==> config.mk <==
export PLATFORM = sky130hd
export DESIGN_NAME = srx_sync_master
export DESIGN_NICKNAME = d
export VERILOG_FILES = /design/src/rtl/srx_pkg.sv /design/src/rtl/srx_clkgen.sv /design/src/rtl/srx_shifter.sv /design/src/rtl/srx_fifo.sv /design/src/rtl/srx_sync_master.sv
export SDC_FILE = /design/constraint.sdc
export NUM_CORES = 1
export LEC_CHECK = 0
export ABC_AREA = 1
export BUFFER_PORTS_ARGS = -buffer_cell sky130_fd_sc_hd__buf_2
export CAP_MARGIN = 40
export CORE_MARGIN = 2
export CORE_UTILIZATION = 52
export DETAILED_ROUTE_END_ITERATION = 16
export HOLD_SLACK_MARGIN = 0.02
export PLACE_DENSITY = 0.75
export SYNTH_ARGS = -nofsm -noshare
export SYNTH_HDL_FRONTEND = slang
export SYNTH_SLANG_ARGS = --single-unit
==> constraint.sdc <==
create_clock -name clk -period 1.36 [get_ports clk]
set_input_delay 0.204 -clock clk [delete_from_list [all_inputs] [get_ports clk]]
set_output_delay 0.204 -clock clk [all_outputs]
set_load 0.1 [all_outputs]
==> src/rtl/srx_pkg.sv <==
`timescale 1ns/1ps
package srx_pkg;
  localparam int SRX_DATA_W = 8;

  typedef struct packed {
    logic                  ninth;
    logic [SRX_DATA_W-1:0] data;
  } srx_entry_t;
endpackage

==> src/rtl/srx_clkgen.sv <==
`timescale 1ns/1ps
module srx_clkgen #(
  parameter int DIVW = 8
) (
  input  logic            clk,
  input  logic            rst_n,
  input  logic            active,
  input  logic [DIVW-1:0] div_val,
  output logic            sclk,
  output logic            fall
);
  localparam int CW = DIVW + 1;

  logic [CW-1:0] cnt_q, cnt_n;
  logic          sclk_q, sclk_n;
  logic [CW-1:0] term;
  logic          tick;

  // half period is 2*(div+1) cycles, so the terminal count is 2*div+1
  assign term = {div_val, 1'b1};
  assign tick = active && (cnt_q == term);

  always_comb begin
    cnt_n  = cnt_q;
    sclk_n = sclk_q;
    if (!active) begin
      cnt_n  = '0;
      sclk_n = 1'b0;
    end else if (tick) begin
      cnt_n  = '0;
      sclk_n = ~sclk_q;
    end else begin
      cnt_n  = cnt_q + 1'b1;
    end
  end

  always_ff @(posedge clk or negedge rst_n) begin
    if (!rst_n) begin
      cnt_q  <= '0;
      sclk_q <= 1'b0;
    end else begin
      cnt_q  <= cnt_n;
      sclk_q <= sclk_n;
    end
  end

  assign sclk = sclk_q;
  assign fall = tick && sclk_q;
endmodule

==> src/rtl/srx_shifter.sv <==
`timescale 1ns/1ps
module srx_shifter
  import srx_pkg::*;
(
  input  logic       clk,
  input  logic       rst_n,
  input  logic       active,
  input  logic       fall,
  input  logic       nine_bit,
  input  logic       sd_in,
  output logic       done,
  output srx_entry_t word
);
  localparam int SW = SRX_DATA_W + 1;
  localparam int BW = $clog2(SW + 1);

  logic [SW-1:0] sr_q, sr_n, sr_shift;
  logic [BW-1:0] bcnt_q, bcnt_n;
  logic [BW-1:0] last_idx;

  assign last_idx = nine_bit ? BW'(SRX_DATA_W) : BW'(SRX_DATA_W - 1);
  assign sr_shift = {sd_in, sr_q[SW-1:1]};
  assign done     = active && fall && (bcnt_q == last_idx);

  always_comb begin
    sr_n   = sr_q;
    bcnt_n = bcnt_q;
    if (!active) begin
      bcnt_n = '0;
    end else if (fall) begin
      sr_n   = sr_shift;
      bcnt_n = done ? '0 : bcnt_q + 1'b1;
    end
  end

  always_ff @(posedge clk or negedge rst_n) begin
    if (!rst_n) begin
      sr_q   <= '0;
      bcnt_q <= '0;
    end else begin
      sr_q   <= sr_n;
      bcnt_q <= bcnt_n;
    end
  end

  always_comb begin
    if (nine_bit) begin
      word.ninth = sr_shift[SW-1];
      word.data  = sr_shift[SRX_DATA_W-1:0];
    end else begin
      word.ninth = 1'b0;
      word.data  = sr_shift[SW-1:1];
    end
  end

  AST_COUNT_HOLDS: assert property (@(posedge clk) disable iff (!rst_n)
    (active && !fall) |=> $stable(bcnt_q));
endmodule

==> src/rtl/srx_fifo.sv <==
`timescale 1ns/1ps
module srx_fifo
  import srx_pkg::*;
#(
  parameter int DEPTH = 2
) (
  input  logic       clk,
  input  logic       rst_n,
  input  logic       push,
  input  srx_entry_t din,
  input  logic       pop,
  output srx_entry_t dout,
  output logic       room,
  output logic [$clog2(DEPTH+1)-1:0] count
);
  localparam int AW = (DEPTH > 1) ? $clog2(DEPTH) : 1;
  localparam int CW = $clog2(DEPTH + 1);

  srx_entry_t    mem_q [DEPTH];
  logic [AW-1:0] wp_q, wp_n, rp_q, rp_n;
  logic [CW-1:0] cnt_q, cnt_n;
  logic          empty, full, pop_ok, push_ok;

  assign empty   = (cnt_q == '0);
  assign full    = (cnt_q == CW'(DEPTH));
  assign pop_ok  = pop && !empty;
  assign room    = !full || pop_ok;
  assign push_ok = push && room;

  function automatic logic [AW-1:0] wrap_inc(input logic [AW-1:0] p);
    return (p == AW'(DEPTH - 1)) ? '0 : p + 1'b1;
  endfunction

  always_comb begin
    wp_n  = push_ok ? wrap_inc(wp_q) : wp_q;
    rp_n  = pop_ok  ? wrap_inc(rp_q) : rp_q;
    cnt_n = cnt_q + CW'(push_ok) - CW'(pop_ok);
  end

  always_ff @(posedge clk or negedge rst_n) begin
    if (!rst_n) begin
      wp_q  <= '0;
      rp_q  <= '0;
      cnt_q <= '0;
    end else begin
      wp_q  <= wp_n;
      rp_q  <= rp_n;
      cnt_q <= cnt_n;
    end
  end

  for (genvar g = 0; g < DEPTH; g++) begin : g_slot
    always_ff @(posedge clk or negedge rst_n) begin
      if (!rst_n)
        mem_q[g] <= '0;
      else if (push_ok && (wp_q == AW'(g)))
        mem_q[g] <= din;
    end
  end

  assign dout  = mem_q[rp_q];
  assign count = cnt_q;

  AST_FIFO_BOUND: assert property (@(posedge clk) disable iff (!rst_n)
    cnt_q <= CW'(DEPTH));
  AST_EMPTY_READ: assert property (@(posedge clk) disable iff (!rst_n)
    (empty && !push) |=> (cnt_q == '0));
endmodule

==> src/rtl/srx_sync_master.sv <==
`timescale 1ns/1ps
module srx_sync_master
  import srx_pkg::*;
#(
  parameter int DIVW  = 8,
  parameter int DEPTH = 2
) (
  input  logic                  clk,
  input  logic                  rst_n,
  input  logic [DIVW-1:0]       div_val,
  input  logic                  nine_bit,
  input  logic                  single_req,
  input  logic                  cont_en,
  input  logic                  irq_en,
  input  logic                  rd_pulse,
  input  logic                  sd_in,
  output logic                  sclk_out,
  output logic [SRX_DATA_W-1:0] data_out,
  output logic                  bit9_out,
  output logic                  ovr_flag,
  output logic                  rx_ready,
  output logic                  irq,
  output logic                  single_busy
);
  localparam int CW = $clog2(DEPTH + 1);

  logic          single_q, single_n;
  logic          ovr_q, ovr_n;
  logic          cont_q;
  logic          active, fall, word_done, room, load;
  logic          cont_drop;
  srx_entry_t    rx_word, head;
  logic [CW-1:0] fifo_cnt;

  assign active    = cont_en || single_q;
  assign cont_drop = cont_q && !cont_en;
  assign load      = word_done && !ovr_q && room;

  srx_clkgen #(.DIVW(DIVW)) u_clk (
    .clk     (clk),
    .rst_n   (rst_n),
    .active  (active),
    .div_val (div_val),
    .sclk    (sclk_out),
    .fall    (fall)
  );

  srx_shifter u_shf (
    .clk      (clk),
    .rst_n    (rst_n),
    .active   (active),
    .fall     (fall),
    .nine_bit (nine_bit),
    .sd_in    (sd_in),
    .done     (word_done),
    .word     (rx_word)
  );

  srx_fifo #(.DEPTH(DEPTH)) u_q (
    .clk   (clk),
    .rst_n (rst_n),
    .push  (load),
    .din   (rx_word),
    .pop   (rd_pulse),
    .dout  (head),
    .room  (room),
    .count (fifo_cnt)
  );

  always_comb begin
    single_n = single_q;
    if (word_done && !cont_en) single_n = 1'b0;
    if (single_req)            single_n = 1'b1;
    ovr_n = ovr_q;
    if (cont_drop)             ovr_n = 1'b0;
    if (word_done && !room)    ovr_n = 1'b1;
  end

  always_ff @(posedge clk or negedge rst_n) begin
    if (!rst_n) begin
      single_q <= 1'b0;
      ovr_q    <= 1'b0;
      cont_q   <= 1'b0;
    end else begin
      single_q <= single_n;
      ovr_q    <= ovr_n;
      cont_q   <= cont_en;
    end
  end

  assign data_out    = head.data;
  assign bit9_out    = head.ninth;
  assign ovr_flag    = ovr_q;
  assign rx_ready    = (fifo_cnt != '0);
  assign irq         = rx_ready && irq_en;
  assign single_busy = single_q;

  AST_SCLK_IDLE: assert property (@(posedge clk) disable iff (!rst_n)
    (!cont_en && !single_q && !single_req) |=> !sclk_out);
  AST_SINGLE_CLEAR: assert property (@(posedge clk) disable iff (!rst_n)
    (word_done && !cont_en && !single_req) |=> !single_busy);
  AST_READY_RISE: assert property (@(posedge clk) disable iff (!rst_n)
    $rose(rx_ready) |-> $past(word_done));
  AST_OVR_BLOCKS: assert property (@(posedge clk) disable iff (!rst_n)
    ovr_q |=> (fifo_cnt <= $past(fifo_cnt)));
  AST_OVR_HOLD: assert property (@(posedge clk) disable iff (!rst_n)
    (ovr_q && cont_en) |=> ovr_q);
endmodule

## After elaboration in Yosys (flattened, before gate mapping)

Cells that the tools add are included.

- Flip-flop bits (word level): 48
- Bits in latches: 0
- RAM bits: 0
- ROM bits: 0
- Input port bits: 16
- Output and inout bits: 14
- Memories: 0

- $add $sub $neg: 6
- Multiply operators: 0
- Div/mod/pow operators: 0
- $lt $le $gt $ge: 1
- Eq/ne operators: 5
- Shift-type cells: 0
- Multiplexer cells: 18
- Bitwise operators: 3
- Reductions and logical operators: 26

Operators with widths:

| kind | number |
|---|---|
| $mux 9 | 6 |
| $mux 4 | 4 |
| $logic_and 1x1->1 | 14 |
| $add 9x1->9 const B | 1 |
| $eq 9x9->1 | 1 |
| $mux 1 | 8 |
| $reduce_bool 2->1 | 3 |
| $logic_not 1->1 | 5 |
| $add 4x1->4 const B | 1 |
| $eq 4x4->1 | 1 |
| $add 1x1->1 const B | 2 |
| $add 2x1->2 | 1 |
| $eq 2x2->1 const B | 1 |
| $ge 2x2->1 const B | 1 |
| $logic_not 2->1 | 1 |
| $logic_or 1x1->1 | 2 |
| $ne 2x1->1 const B | 1 |
| $ne 2x2->1 const B | 1 |
| $not 1->1 | 2 |
| $not 1->2 | 1 |
| $reduce_and 2->1 | 1 |
| $sub 2x1->2 | 1 |

## Depth between registers and ports, before layout

Gate-level depths: netlist (run 1).

- Depth in word-level cells: 10
- Gate-level depth with buffers: 12
- Gate-level depth less buffers: 12

## Cells and area by module

Synthesis (run 1) repeated with hierarchy kept, for this count alone.

- Cells, all modules: 343
- Area total of the unflattened synthesis: 2597.5 µm²

By module, submodules not included:

| module | times used | cells each | area an instance (µm²) | seq. area each (µm²) |
|---|---|---|---|---|
| srx_fifo | 1 | 131 | 1088.5 | 550.5 |
| srx_shifter | 1 | 93 | 695.7 | 300.3 |
| srx_clkgen | 1 | 101 | 673.1 | 250.2 |
| srx_sync_master | 1 | 18 | 140.1 | 75.1 |

## Worst setup path before layout (run 1)

OpenSTA, ideal clock, no wires.

- Path kind: register to register
- From: register single_q, in the netlist single_busy
- To: register u_q.mem_q[10] (netlist name)
- Arrival: 1.904 ns
- Required time: 1.242 ns
- Setup slack: -0.662 ns
- Cell stages (with the launch flop): 8
- Path buffers: 0
- Period minus slack after synthesis: 2.022 ns
- Cell sequence: dfrtp_1 nor2_1 inv_1 nand4_4 nor2_4 nand3_4 nand2_1 nand2_1

- Longest elaborated chain between the ends: 9

RTL lines:

| what | line | RTL |
|---|---|---|
| from (decl) | srx_sync_master.sv:27 | `logic single_q, single_n;` |
| from (signal assigned) | srx_sync_master.sv:85 | `single_q <= single_n;` |
| $logic_or 1x1->1 (*) | srx_sync_master.sv:35 | `assign active = cont_en \|\| single_q;` |
| $logic_and 1x1->1 | srx_clkgen.sv:21 | `assign tick = active && (cnt_q == term);` |
| $logic_and 1x1->1 | srx_clkgen.sv:48 | `assign fall = tick && sclk_q;` |
| $logic_and 1x1->1 (*) (2 in series) | srx_shifter.sv:23 | `assign done = active && fall && (bcnt_q == last_idx);` |
| $logic_and 1x1->1 (*) (2 in series) | srx_sync_master.sv:37 | `assign load = word_done && !ovr_q && room;` |
| $logic_and 1x1->1 (*) | srx_fifo.sv:28 | `assign push_ok = push && room;` |
| $logic_and 1x1->1 (*) | srx_fifo.sv:56 | `else if (push_ok && (wp_q == AW'(g)))` |
| to (signal, indexed assignment) | srx_fifo.sv:57 | `mem_q[g] <= din;` |
| to (decl) | srx_fifo.sv:19 | `srx_entry_t mem_q [DEPTH];` |

Every way passes the cells marked *; elsewhere a longest branch is shown, timed or not.
A chain may end at the register's enable or synchronous reset.

## Worst setup path after layout (run 1)

- From: register u_clk.cnt_q[6]
- To: register u_q.mem_q[10] (netlist name)

- Longest elaborated chain between the ends: 9

RTL lines:

| what | line | RTL |
|---|---|---|
| from (decl) | srx_clkgen.sv:14 | `logic [CW-1:0] cnt_q, cnt_n;` |
| from (signal assigned) | srx_clkgen.sv:42 | `cnt_q <= cnt_n;` |
| $eq 9x9->1 | srx_clkgen.sv:21 |  |
| $logic_and 1x1->1 | srx_clkgen.sv:21 |  |
| $logic_and 1x1->1 | srx_clkgen.sv:48 |  |
| $logic_and 1x1->1 (2 in series) | srx_shifter.sv:23 |  |
| $logic_and 1x1->1 (2 in series) | srx_sync_master.sv:37 |  |
| $logic_and 1x1->1 | srx_fifo.sv:28 |  |
| $logic_and 1x1->1 | srx_fifo.sv:56 |  |

No other way between the ends.

==> results of run 1 <==
[placed cells by master, fill, tap and decap left out, types with 2 or more instances in the layout]
master	count
nand2_4	23
dfrtp_4	2
nand3_4	3
nand3_1	9
nor2_4	6
dfrtp_2	2
inv_1	33
nand2_2	19
xor2_1	4
o21ai_1	5
nand2_1	81
o21ai_0	17
buf_2	15
nor3b_2	3
clkinv_4	3
nor2_1	13
clkbuf_8	5
nor2_2	2
a21oi_1	3
ha_1	2
nor3_1	4
inv_2	10
buf_12	18
dfrtp_1	43
buf_6	10
nand4_1	20
a21oi_2	2
buf_4	45
[cell families (layout without fill, tap and decap cells)]
family	Yosys count	count (layout)
AO/OA/AOI/OAI	31	31
XOR/XNOR	5	5
adder cells (fa/ha/maj)	3	3
buffers and inverters	56	145
flip-flops	47	47
AND/OR/NAND/NOR	190	191
[final cells by class]
| type | count | area (um^2) | area share [%] |
|---|---|---|---|
| multi-input combinational | 230 | 1478 | 37.72 |
| sequential | 47 | 1186 | 30.28 |
| timing repair buffer | 90 | 910.9 | 23.25 |
| inverter | 46 | 180.2 | 4.599 |
| clock buffer | 6 | 72.57 | 1.852 |
| tap | 54 | 67.56 | 1.725 |
| clock inverter | 2 | 13.76 | 0.3513 |
| timing repair inverter | 1 | 8.758 | 0.2236 |
[metal layers]
metal	vias to the layer above	GRT usage [%]	wire [um]
li1	1235	-	-
met1	1249	32.71	2960
met2	86	49.50	4049
met3	23	7.270	326
met4	0	10.51	229
met5	-	0	0
[where the power goes]
part | total [mW] | internal (mW) | switching [mW]
combinational | 2.87 | 1.30 | 1.57
clock | 0.857 | 0.364 | 0.493
sequential | 1.86 | 1.61 | 0.256
[through the flow]
| stage | cell area (um^2) | setup WS (ns) | util [%] | power, mW | TNS [ns] |
|---|---|---|---|---|---|
| 5_1_grt | 3918 | -0.5457 | 83.49 | 5.842 | -19.14 |
| 4_1_cts | 3771 | -0.2896 | 80.37 | 5.245 | -9.201 |
| 6_report | 3918 | -0.4770 | 83.49 | 5.586 | -15.05 |
| 3_5_place_dp | 3354 | -0.3115 | 71.49 | 3.923 | -7.976 |
| 2_1_floorplan | 2635 | -0.1790 | - | 2.996 | -4.517 |
| 3_3_place_gp | 3354 | -0.2843 | 71.49 | 3.834 | -7.037 |
[path summary, 6_finish.rpt]
kind | cells past startpoint | end | slack [ns]
worst min-delay path | 2 | single_busy | 0.1
worst max-delay path | 12 | u_q.mem_q[10] | -0.48
worst min register to register | 2 | u_q.mem_q[15] | 0.50
worst max register to register | 12 | u_q.mem_q[10] | -0.48
max in group asynchronous | 3 | u_q.rp_q | 0.41
min in group asynchronous | 2 | single_busy | 0.40
[repair_timing]
action,4_1_cts,5_1_grt
endpoints found under the setup margin,54,55
gates cloned,3,0
pin swaps,24,27
resized for setup,59,39
setup buffers,11,9
hold endpoints to repair,19,0
hold buffers,1,0
[synthesized netlist by cell type, drive strengths merged]
master / number
clkbuf: 3
ha: 3
nor2: 21
nand3: 12
nor3b: 3
nand2: 124
a21oi: 5
inv: 44
o21ai: 22
nand4: 21
dfrtp: 47
buf: 7
xor2: 4
nor4: 1
or2: 2
xnor2: 1
clkinv: 2
nor3: 6
a31oi: 1
o211ai: 1
o21bai: 1
o21a: 1
[state kept, by name, indices dropped and copies added, names as in the netlist]
name and flops:
cont_q 1, ovr_flag 1, u_q.wp_q 1, u_q.count 2, u_q.mem_q 18, single_busy 1
u_shf.sr_q 8, u_clk.cnt_q 9, u_shf.bcnt_q 4, u_clk.sclk 1, u_q.rp_q 1
[worst reg2reg max path: cells and delay by family (launching register included)]
kind	cells	cell delay, ns
simple gates	10	1.08
flops	1	0.43
buf+inv	2	0.23
==> impl_metrics.csv, run 1 <==
group,metric,value,unit
run_status,status,"finished with violations",
run_status,violations,"setup timing",
min_path,min_from,"single_req",
routing,drt_iter0_markers,111,
floorplan,num_io_pins,30,
timing,tightest_slew,0.5250,ns
cts,cts_buffer_depth,2,
critical_path,arrival,2.03,ns
critical_path,cp-end-kind,"flip-flop",
yosys,ys_seq_area_share,46.67,%
flow_run,maxCapViolCount,0,
routing,post_drt_wl_per_cell,15.89,um
critical_path,crit_chain,"inv_2 > nand2_2 > nand2_1 > nor2_1 > nand2_1 > nor2_4 > nand4_4 > nor2_4 > buf_12 > nand3_4 > nand2_2 > nand2_2",
place,dp_hpwl,4453,um
grt,grt_max_degree,29,
finish,drive_gt1_share,42.89,%
cts,clk_pin_slew,0.09,ns
grt,antenna_found_initial,0,
routing,drc,0,
cts,cts_max_level,2,
yosys,synth_compound_area_share,6.504,%
finish,antenna_cells,0,
yosys,syn-mean-instance-area,7.590,um^2
grt,grt_pass1_wl,11530,um
floorplan,coreArea,4692,um^2
grt,grt_pass1_vias,2594,
floorplan,initial_core_util,53.71,%
critical_path,critPathMaxStageDelay,0.43,ns
min_path,hp-class,"in2reg",
cts,cts.sinks,47,
timing,drv_slew,0,
critical_path,crit_buf_inv,2,
critical_path,cp-start-kind,"flip-flop",
timing,relSlewSlack,65.00,%
pwr,peakVddDrop,0.001427,V
floorplan,fp-row-count,25,
routing,vias,2593,
cts,clk_latency,0.31,ns
yosys,netlist_top_cells_area,"dfrtp_1 (47%), nand2_1 (18%), inv_1 (6.0%), nand4_1 (5.0%), o21ai_0 (4.4%)",
critical_path,cp_common_cell,"nand2_2",
yosys,yosysWarnings,0,
grt,groute.usage.overall,28.13,%
place,gp_congestion,0.9279,
timing,min_period,1.837,ns
routing,routed_via_density,5.447,
critical_path,startpoint,"u_clk.cnt_q[6]",
yosys,synth_top_family_by_area,"simple AND/OR/NAND/NOR gates",
grt,grt-ovfl-total,0,
place,port_buffers,29,
finish,fill_cells,253,
critical_path,crit_family,"simple AND/OR/NAND/NOR gates",
place,dpl.cell_count,448,
cts,clock-root-buffer,"clkbuf_8",
floorplan,dieArea,5419,um^2
yosys,synth_fp_nets,351,
finish,instances_no_fill,476,
routing,first_pass_iters,4,
finish,finalNetCount,440,
yosys,synth_mux_area_share,0,%
yosys,synth_top_area_share,46.67,%
critical_path,crit_slowest_cell,"dfrtp_1",
pwr,power-per-cell-area,1426,nW/um^2
pwr,leakage,2.039,nW
cts,cts_buffers,5,
yosys,netlist_area,2520,um^2
critical_path,crit_required,1.55,ns
yosys,synth_top_cell_by_area,"dfrtp_1",
finish,area_growth,55.46,%
yosys,netlist_instances,332,
yosys,yosysUniqueCellTypes,29,
yosys,synth-adder-area-share,1.490,%
yosys,synth_xor_area_share,1.738,%
timing,fmax,544.4,MHz
timing,finalHoldViolCount,0,
critical_path,critPathMaxFanout,7,
critical_path,timing.rr.start,"u_clk.cnt_q[6]",
yosys,synth-simple-area-share,34.41,%
timing,finalSetupViolCount,50,
timing,whs,0.09507,ns
cts,cts_tree,"built",
floorplan,die_h,73.62,um
timing,fin_crit_sh,135.1,%
yosys,ys_ff_latch,47,
timing,rsz0062_at_grt,"yes",
floorplan,fp.dieW,73.62,um
timing,skew,0.009134,ns
routing,ant_nets,0,
critical_path,setup.worst_path.class,"reg2reg",
routing,wl,7566,um
timing,postLayoutSetupSlackWorst,-0.4770,ns
Power figures use the tool's default switching activity.
==> inputs of run 2 (changes only) <==
Settings changed: PLACE_DENSITY 0.75 to 0.76.
==> run 2 against run 1 <==
Cell count rose by 1.3%. The run still ends with setup timing left. Die area did not move. Global-route usage barely moved. Fmax fell by 2.8%. Critical path type unchanged. Clock power rose by 26%. Via count rose by 5.6%. Sequential power barely moved.
==> impl_metrics.csv, run 2 (same netlist as run 1, synthesis figures left out) <==
group,metric,value,unit
finish,antenna_cells,0,
cts,clk_pin_slew,0.10,ns
cts,cts.sinks,47,
pwr,p_clk_share,18.1,%
routing,wl,8405,um
place,dp_hpwl,4197,um
pwr,power-per-cell-area,1470,nW/um^2
pwr,p_seq_share,31.2,%
critical_path,critPathMaxFanout,7,
floorplan,fp-row-count,25,
floorplan,num_io_pins,30,
cts,cts_buffers,5,
critical_path,critPathMaxStageDelay,0.43,ns
finish,top_regs,"u_q.mem_q (18), u_clk.cnt_q (9), u_shf.sr_q (8)",
grt,grt_pass1_wl,11560,um
place,placed_area,3377,um^2
timing,rsz0062_at_grt,"yes",
routing,routed_via_density,5.683,
pwr,internal_power,3.514,mW
critical_path,crit_buf_inv,3,
floorplan,fp.dieW,73.62,um
finish,regMostFlops,"u_q.mem_q",
floorplan,die_h,73.62,um
grt,grt-ovfl-total,0,
finish,final_cell_area,4078,um^2
run_status,violations,"setup timing",
timing,fmax,529.1,MHz
cts,clk_latency,0.31,ns
critical_path,crit_required,1.61,ns
routing,ant_nets,0,
critical_path,crit_chain,"inv_2 > nand2_1 > nand2_1 > nor2_2 > nand2_2 > nor2_4 > nand4_4 > nor2_4 > buf_12 > buf_12 > nand4_1 > nand2_1",
timing,min_period,1.890,ns
routing,drt_iter0_markers,198,
critical_path,crit_family,"simple AND/OR/NAND/NOR gates",
critical_path,cp-start-kind,"flip-flop",
finish,mostFrequentLayoutCells,"nand2_1 (75), dfrtp_1 (43), buf_4 (43)",
finish,largest_register_ffs,18,
critical_path,setup.worst_path.class,"reg2reg",
pwr,leakage,2.064,nW
routing,post_drt_wl_per_cell,17.44,um
place,port_buffers,29,
timing,finalHoldViolCount,0,
finish,layout_commonest_cell,"nand2_1",
critical_path,cp_common_cell,"nand2_1",
critical_path,arrival,2.14,ns
pwr,pwr-share-comb,50.7,%
routing,vias,2739,
critical_path,cp-end-kind,"flip-flop",
routing,drc,0,
finish,drive_gt1_share,46.26,%
timing,finalSetupViolCount,55,
floorplan,initial_core_util,53.71,%
floorplan,coreArea,4692,um^2
cts,cts_tree,"built",
timing,drv_slew,0,
timing,skew,0.005948,ns
floorplan,dieArea,5419,um^2
flow_run,maxCapViolCount,0,
timing,postLayoutSetupSlackWorst,-0.5298,ns
timing,relSlewSlack,71.81,%
place,dp_slack,-0.3072,ns
grt,grt_pass1_vias,2557,
min_path,hp-class,"in2reg",
cts,cts_max_level,2,
grt,antenna_found_initial,0,
run_status,status,"finished with violations",
place,gp_congestion,0.9108,
pwr,p_sw_share,41.37,%
critical_path,crit_slowest_cell,"dfrtp_1",
pwr,p_sw,2.479,mW
finish,area_growth,61.82,%
routing,first_pass_iters,8,
grt,grt_max_degree,48,
timing,fin_crit_sh,139.0,%
grt,groute.usage.overall,28.12,%
finish,finalNetCount,446,
cts,clock-root-buffer,"clkbuf_8",
pwr,peakVddDrop,0.001592,V
cts,cts_buffer_depth,2,
timing,tightest_slew,0.4203,ns
==> run 2: cell type report <==
type                       instances  area [um^2]
clock buffer                       5        68.82
inverter                          46        180.2
multi-input combinational        231         1518
clock inverter                     3        46.29
fill                             214        614.3
timing repair buffer              95         1002
sequential                        47         1186
timing repair inverter             1        8.758
tap                               54        67.56
==> run 2: final timing paths <==
kind	start	end	slack [ns]	depth (start not counted)
min reg2reg	u_q.mem_q[10]	u_q.mem_q[10]	0.49	2
min in group asynchronous	rst_n	u_q.count[0]	0.41	3
max reg2reg	u_clk.cnt_q[6]	u_q.mem_q[17]	-0.53	12
min	single_req	single_busy	0.09	2
max in group asynchronous	rst_n	single_busy	0.70	3
max	u_clk.cnt_q[6]	u_q.mem_q[17]	-0.53	12
==> run 2: through the flow <==
step	cells	utilization (%)	TNS, ns	power [mW]	hold slack [ns]
floorplan	332	-	-4.517	2.996	-0.09159
global placement	449	71.97	-7.502	3.879	0.2091
detailed placement	449	71.97	-8.051	3.934	0.2080
CTS	472	81.73	-8.268	5.489	0.07981
global route	482	86.91	-20.69	6.247	0.08053
finish	482	86.91	-17.34	5.993	0.08787
==> run 2: metal layers <==
| layer | share of wire [%] | up-vias | global-route usage [%] |
|---|---|---|---|
| li1 | - | 1254 | - |
| met1 | 39 | 1322 | 34.31 |
| met2 | 53 | 129 | 48.02 |
| met3 | 4.7 | 34 | 5.213 |
| met4 | 3.9 | 0 | 12.93 |
| met5 | 0 | - | 0 |
==> run 2: worst reg2reg max path, delay by kind of cell (launching register included) <==
family                 cells  cell delay (ns)
DFF                        1             0.43
and+or+nand+nor            9             1.07
buffers and inverters      3             0.34
==> run 2: power by group through the flow <==
| stage | clock (mW) | combinational (mW) | sequential, mW |
|---|---|---|---|
| final | 1.08 | 3.04 | 1.87 |
| after CTS | 1.06 | 2.59 | 1.84 |
| after global routing | 1.14 | 3.23 | 1.88 |
| after global placement | 0 | 2.08 | 1.80 |
| after floorplan | 0 | 1.14 | 1.86 |
| after detailed placement | 0 | 2.13 | 1.81 |
==> run 2: what timing repair did <==
action,in CTS,in global routing
buffers inserted,14,7
pin swaps,31,23
gates resized for setup,65,39
hold endpoints to repair,47,0
gates cloned,3,3
setup endpoints to repair,55,55
hold buffers,1,0
==> inputs of run 3 (changes only) <==
Settings changed: RECOVER_POWER set to 25.
==> run 3 against run 2 <==
Die area is the same. Global-route usage is the same. First-iteration DRC count rose by 0.51%. The flow still finishes with violations (setup timing). Sequential power hardly changed. Largest cell class unchanged. Hold slack gained 0.0023 ns. Fmax down 0.27%. Clock power barely moved. Cell area fell by 0.34%. Register-to-register slack is essentially flat. Critical path depth unchanged. Utilization is 0.29 points lower.
==> impl_metrics.csv, run 3 (same netlist as run 1, synthesis figures left out) <==
group,metric,value,unit
pwr,power-per-cell-area,1472,nW/um^2
run_status,violations,"setup timing",
finish,top_regs,"u_q.mem_q (18), u_clk.cnt_q (9), u_shf.sr_q (8)",
finish,antenna_cells,0,
timing,finalHoldViolCount,0,
finish,regMostFlops,"u_q.mem_q",
critical_path,crit_slowest_cell,"dfrtp_1",
cts,clk_latency,0.31,ns
timing,finalSetupViolCount,55,
timing,drv_slew,0,
pwr,p_total,5.983,mW
floorplan,dieArea,5419,um^2
grt,antenna_found_initial,0,
critical_path,crit_family,"simple AND/OR/NAND/NOR gates",
critical_path,crit_buf_inv,3,
critical_path,crit_chain,"inv_2 > nand2_1 > nand2_1 > nor2_2 > nand2_2 > nor2_4 > nand4_4 > nor2_4 > buf_12 > buf_12 > nand4_1 > nand2_1",
pwr,leakage,2.057,nW
finish,area_growth,61.27,%
critical_path,crit_required,1.61,ns
finish,largest_register_ffs,18,
routing,drt-met1-wl,3252,um
floorplan,num_io_pins,30,
critical_path,r2r_slack,-0.53,ns
timing,fin_crit_sh,139.3,%
routing,wl_met2,4429,um
timing,fmax,527.7,MHz
cts,cts_tree,"built",
grt,grt_max_degree,48,
floorplan,fp.dieW,73.62,um
timing,min_period,1.895,ns
routing,wl_met3,418,um
floorplan,die_h,73.62,um
finish,layout_commonest_cell,"nand2_1",
critical_path,cp_common_cell,"nand2_1",
grt,grt_pass1_wl,11560,um
finish,finalNetCount,446,
routing,drt_iter0_markers,199,
routing,post_drt_wl_per_cell,17.45,um
finish,final_cell_area,4064,um^2
run_status,status,"finished with violations",
routing,first_pass_iters,4,
routing,routed_via_density,5.701,
timing,tightest_slew,0.6739,ns
routing,ant_nets,0,
cts,cts_buffers,5,
grt,grt_pass1_vias,2557,
timing,setup_tns,-17.42,ns
routing,vias,2748,
grt,groute.usage.overall,28.12,%
floorplan,initial_core_util,53.71,%
timing,skew,0.005711,ns
place,dp_hpwl,4197,um
critical_path,critPathMaxStageDelay,0.44,ns
critical_path,critPathMaxFanout,7,
floorplan,coreArea,4692,um^2
critical_path,setup.worst_path.class,"reg2reg",
routing,top_layer,"met4",
place,placed_area,3377,um^2
timing,rsz0062_at_grt,"yes",
critical_path,cp-start-kind,"flip-flop",
place,port_buffers,29,
routing,drc,0,
pwr,peakVddDrop,0.001593,V
place,gp_congestion,0.9108,
grt,grt-ovfl-total,0,
critical_path,cp-end-kind,"flip-flop",
routing,wl,8413,um
min_path,hp-class,"in2reg",
finish,drive_gt1_share,46.03,%
cts,clk_pin_slew,0.09,ns
floorplan,fp-row-count,25,
cts,cts_buffer_depth,2,
timing,whs,0.09018,ns
finish,mostFrequentLayoutCells,"nand2_1 (75), dfrtp_1 (43), buf_4 (43)",
cts,cts_max_level,2,
cts,cts.sinks,47,
flow_run,maxCapViolCount,0,
timing,postLayoutSetupSlackWorst,-0.5349,ns
critical_path,arrival,2.14,ns
timing,relSlewSlack,55.07,%
cts,clock-root-buffer,"clkbuf_8",
[run 3: cell count changes in the layout (fill, tap and decap cells not counted), sizes merged]
cell    previous run  this run
buf               92        90
clkbuf             7         9
[run 3: worst reg2reg max path: cells and delay by family (launching register included)]
family                 cells  cell delay [ns]
and+or+nand+nor            9             1.07
DFF                        1             0.44
buffers and inverters      3             0.34
[run 3: area by class of cell]
class / count / area, um^2
Inverter: 46 / 180.2
Sequential cell: 47 / 1186
Multi-Input combinational cell: 231 / 1518
Clock inverter: 3 / 46.29
Tap cell: 54 / 67.56
Timing Repair inverter: 1 / 8.758
Timing Repair Buffer: 95 / 988.4
Clock buffer: 5 / 68.82
Fill cell: 216 / 628.1
[run 3: metrics by stage]
stage | cells | worst slack (ns) | util (%)
5_1_grt | 482 | -0.5746 | 86.61
3_5_place_dp | 449 | -0.3072 | 71.97
6_report | 482 | -0.5349 | 86.61
2_1_floorplan | 332 | -0.1790 | -
4_1_cts | 472 | -0.2681 | 81.73
3_3_place_gp | 449 | -0.3004 | 71.97
[run 3: what timing repair did]
action / in CTS / in global routing
gates cloned: 3 / 3
setup buffers: 14 / 7
resized for setup: 65 / 39
pin swaps: 31 / 23
hold endpoints to repair: 47 / 0
endpoints found under the setup margin: 55 / 55
hold buffers: 1 / 0
[run 3: power by group]
group	total (mW)	internal, mW	leakage [nW]	switching [mW]
clock network	1.08	0.555	0.0548	0.527
logic	3.03	1.35	1.40	1.68
registers	1.87	1.61	0.606	0.264
[run 3: routing by layer]
layer / up-vias / GRT usage, %
li1: 1251 / -
met1: 1339 / 34.31
met2: 126 / 48.02
met3: 32 / 5.213
met4: 0 / 12.93
met5: - / 0
[run 3: final timing paths]
check                           endpoint  cells after the start      startpoint
setup / recovery           u_q.mem_q[17]                     12  u_clk.cnt_q[6]
hold / removal               single_busy                      2      single_req
setup reg to reg           u_q.mem_q[17]                     12  u_clk.cnt_q[6]
hold reg to reg            u_q.mem_q[10]                      2   u_q.mem_q[10]
max in group asynchronous    single_busy                      3           rst_n
min in group asynchronous   u_q.count[0]                      3           rst_n
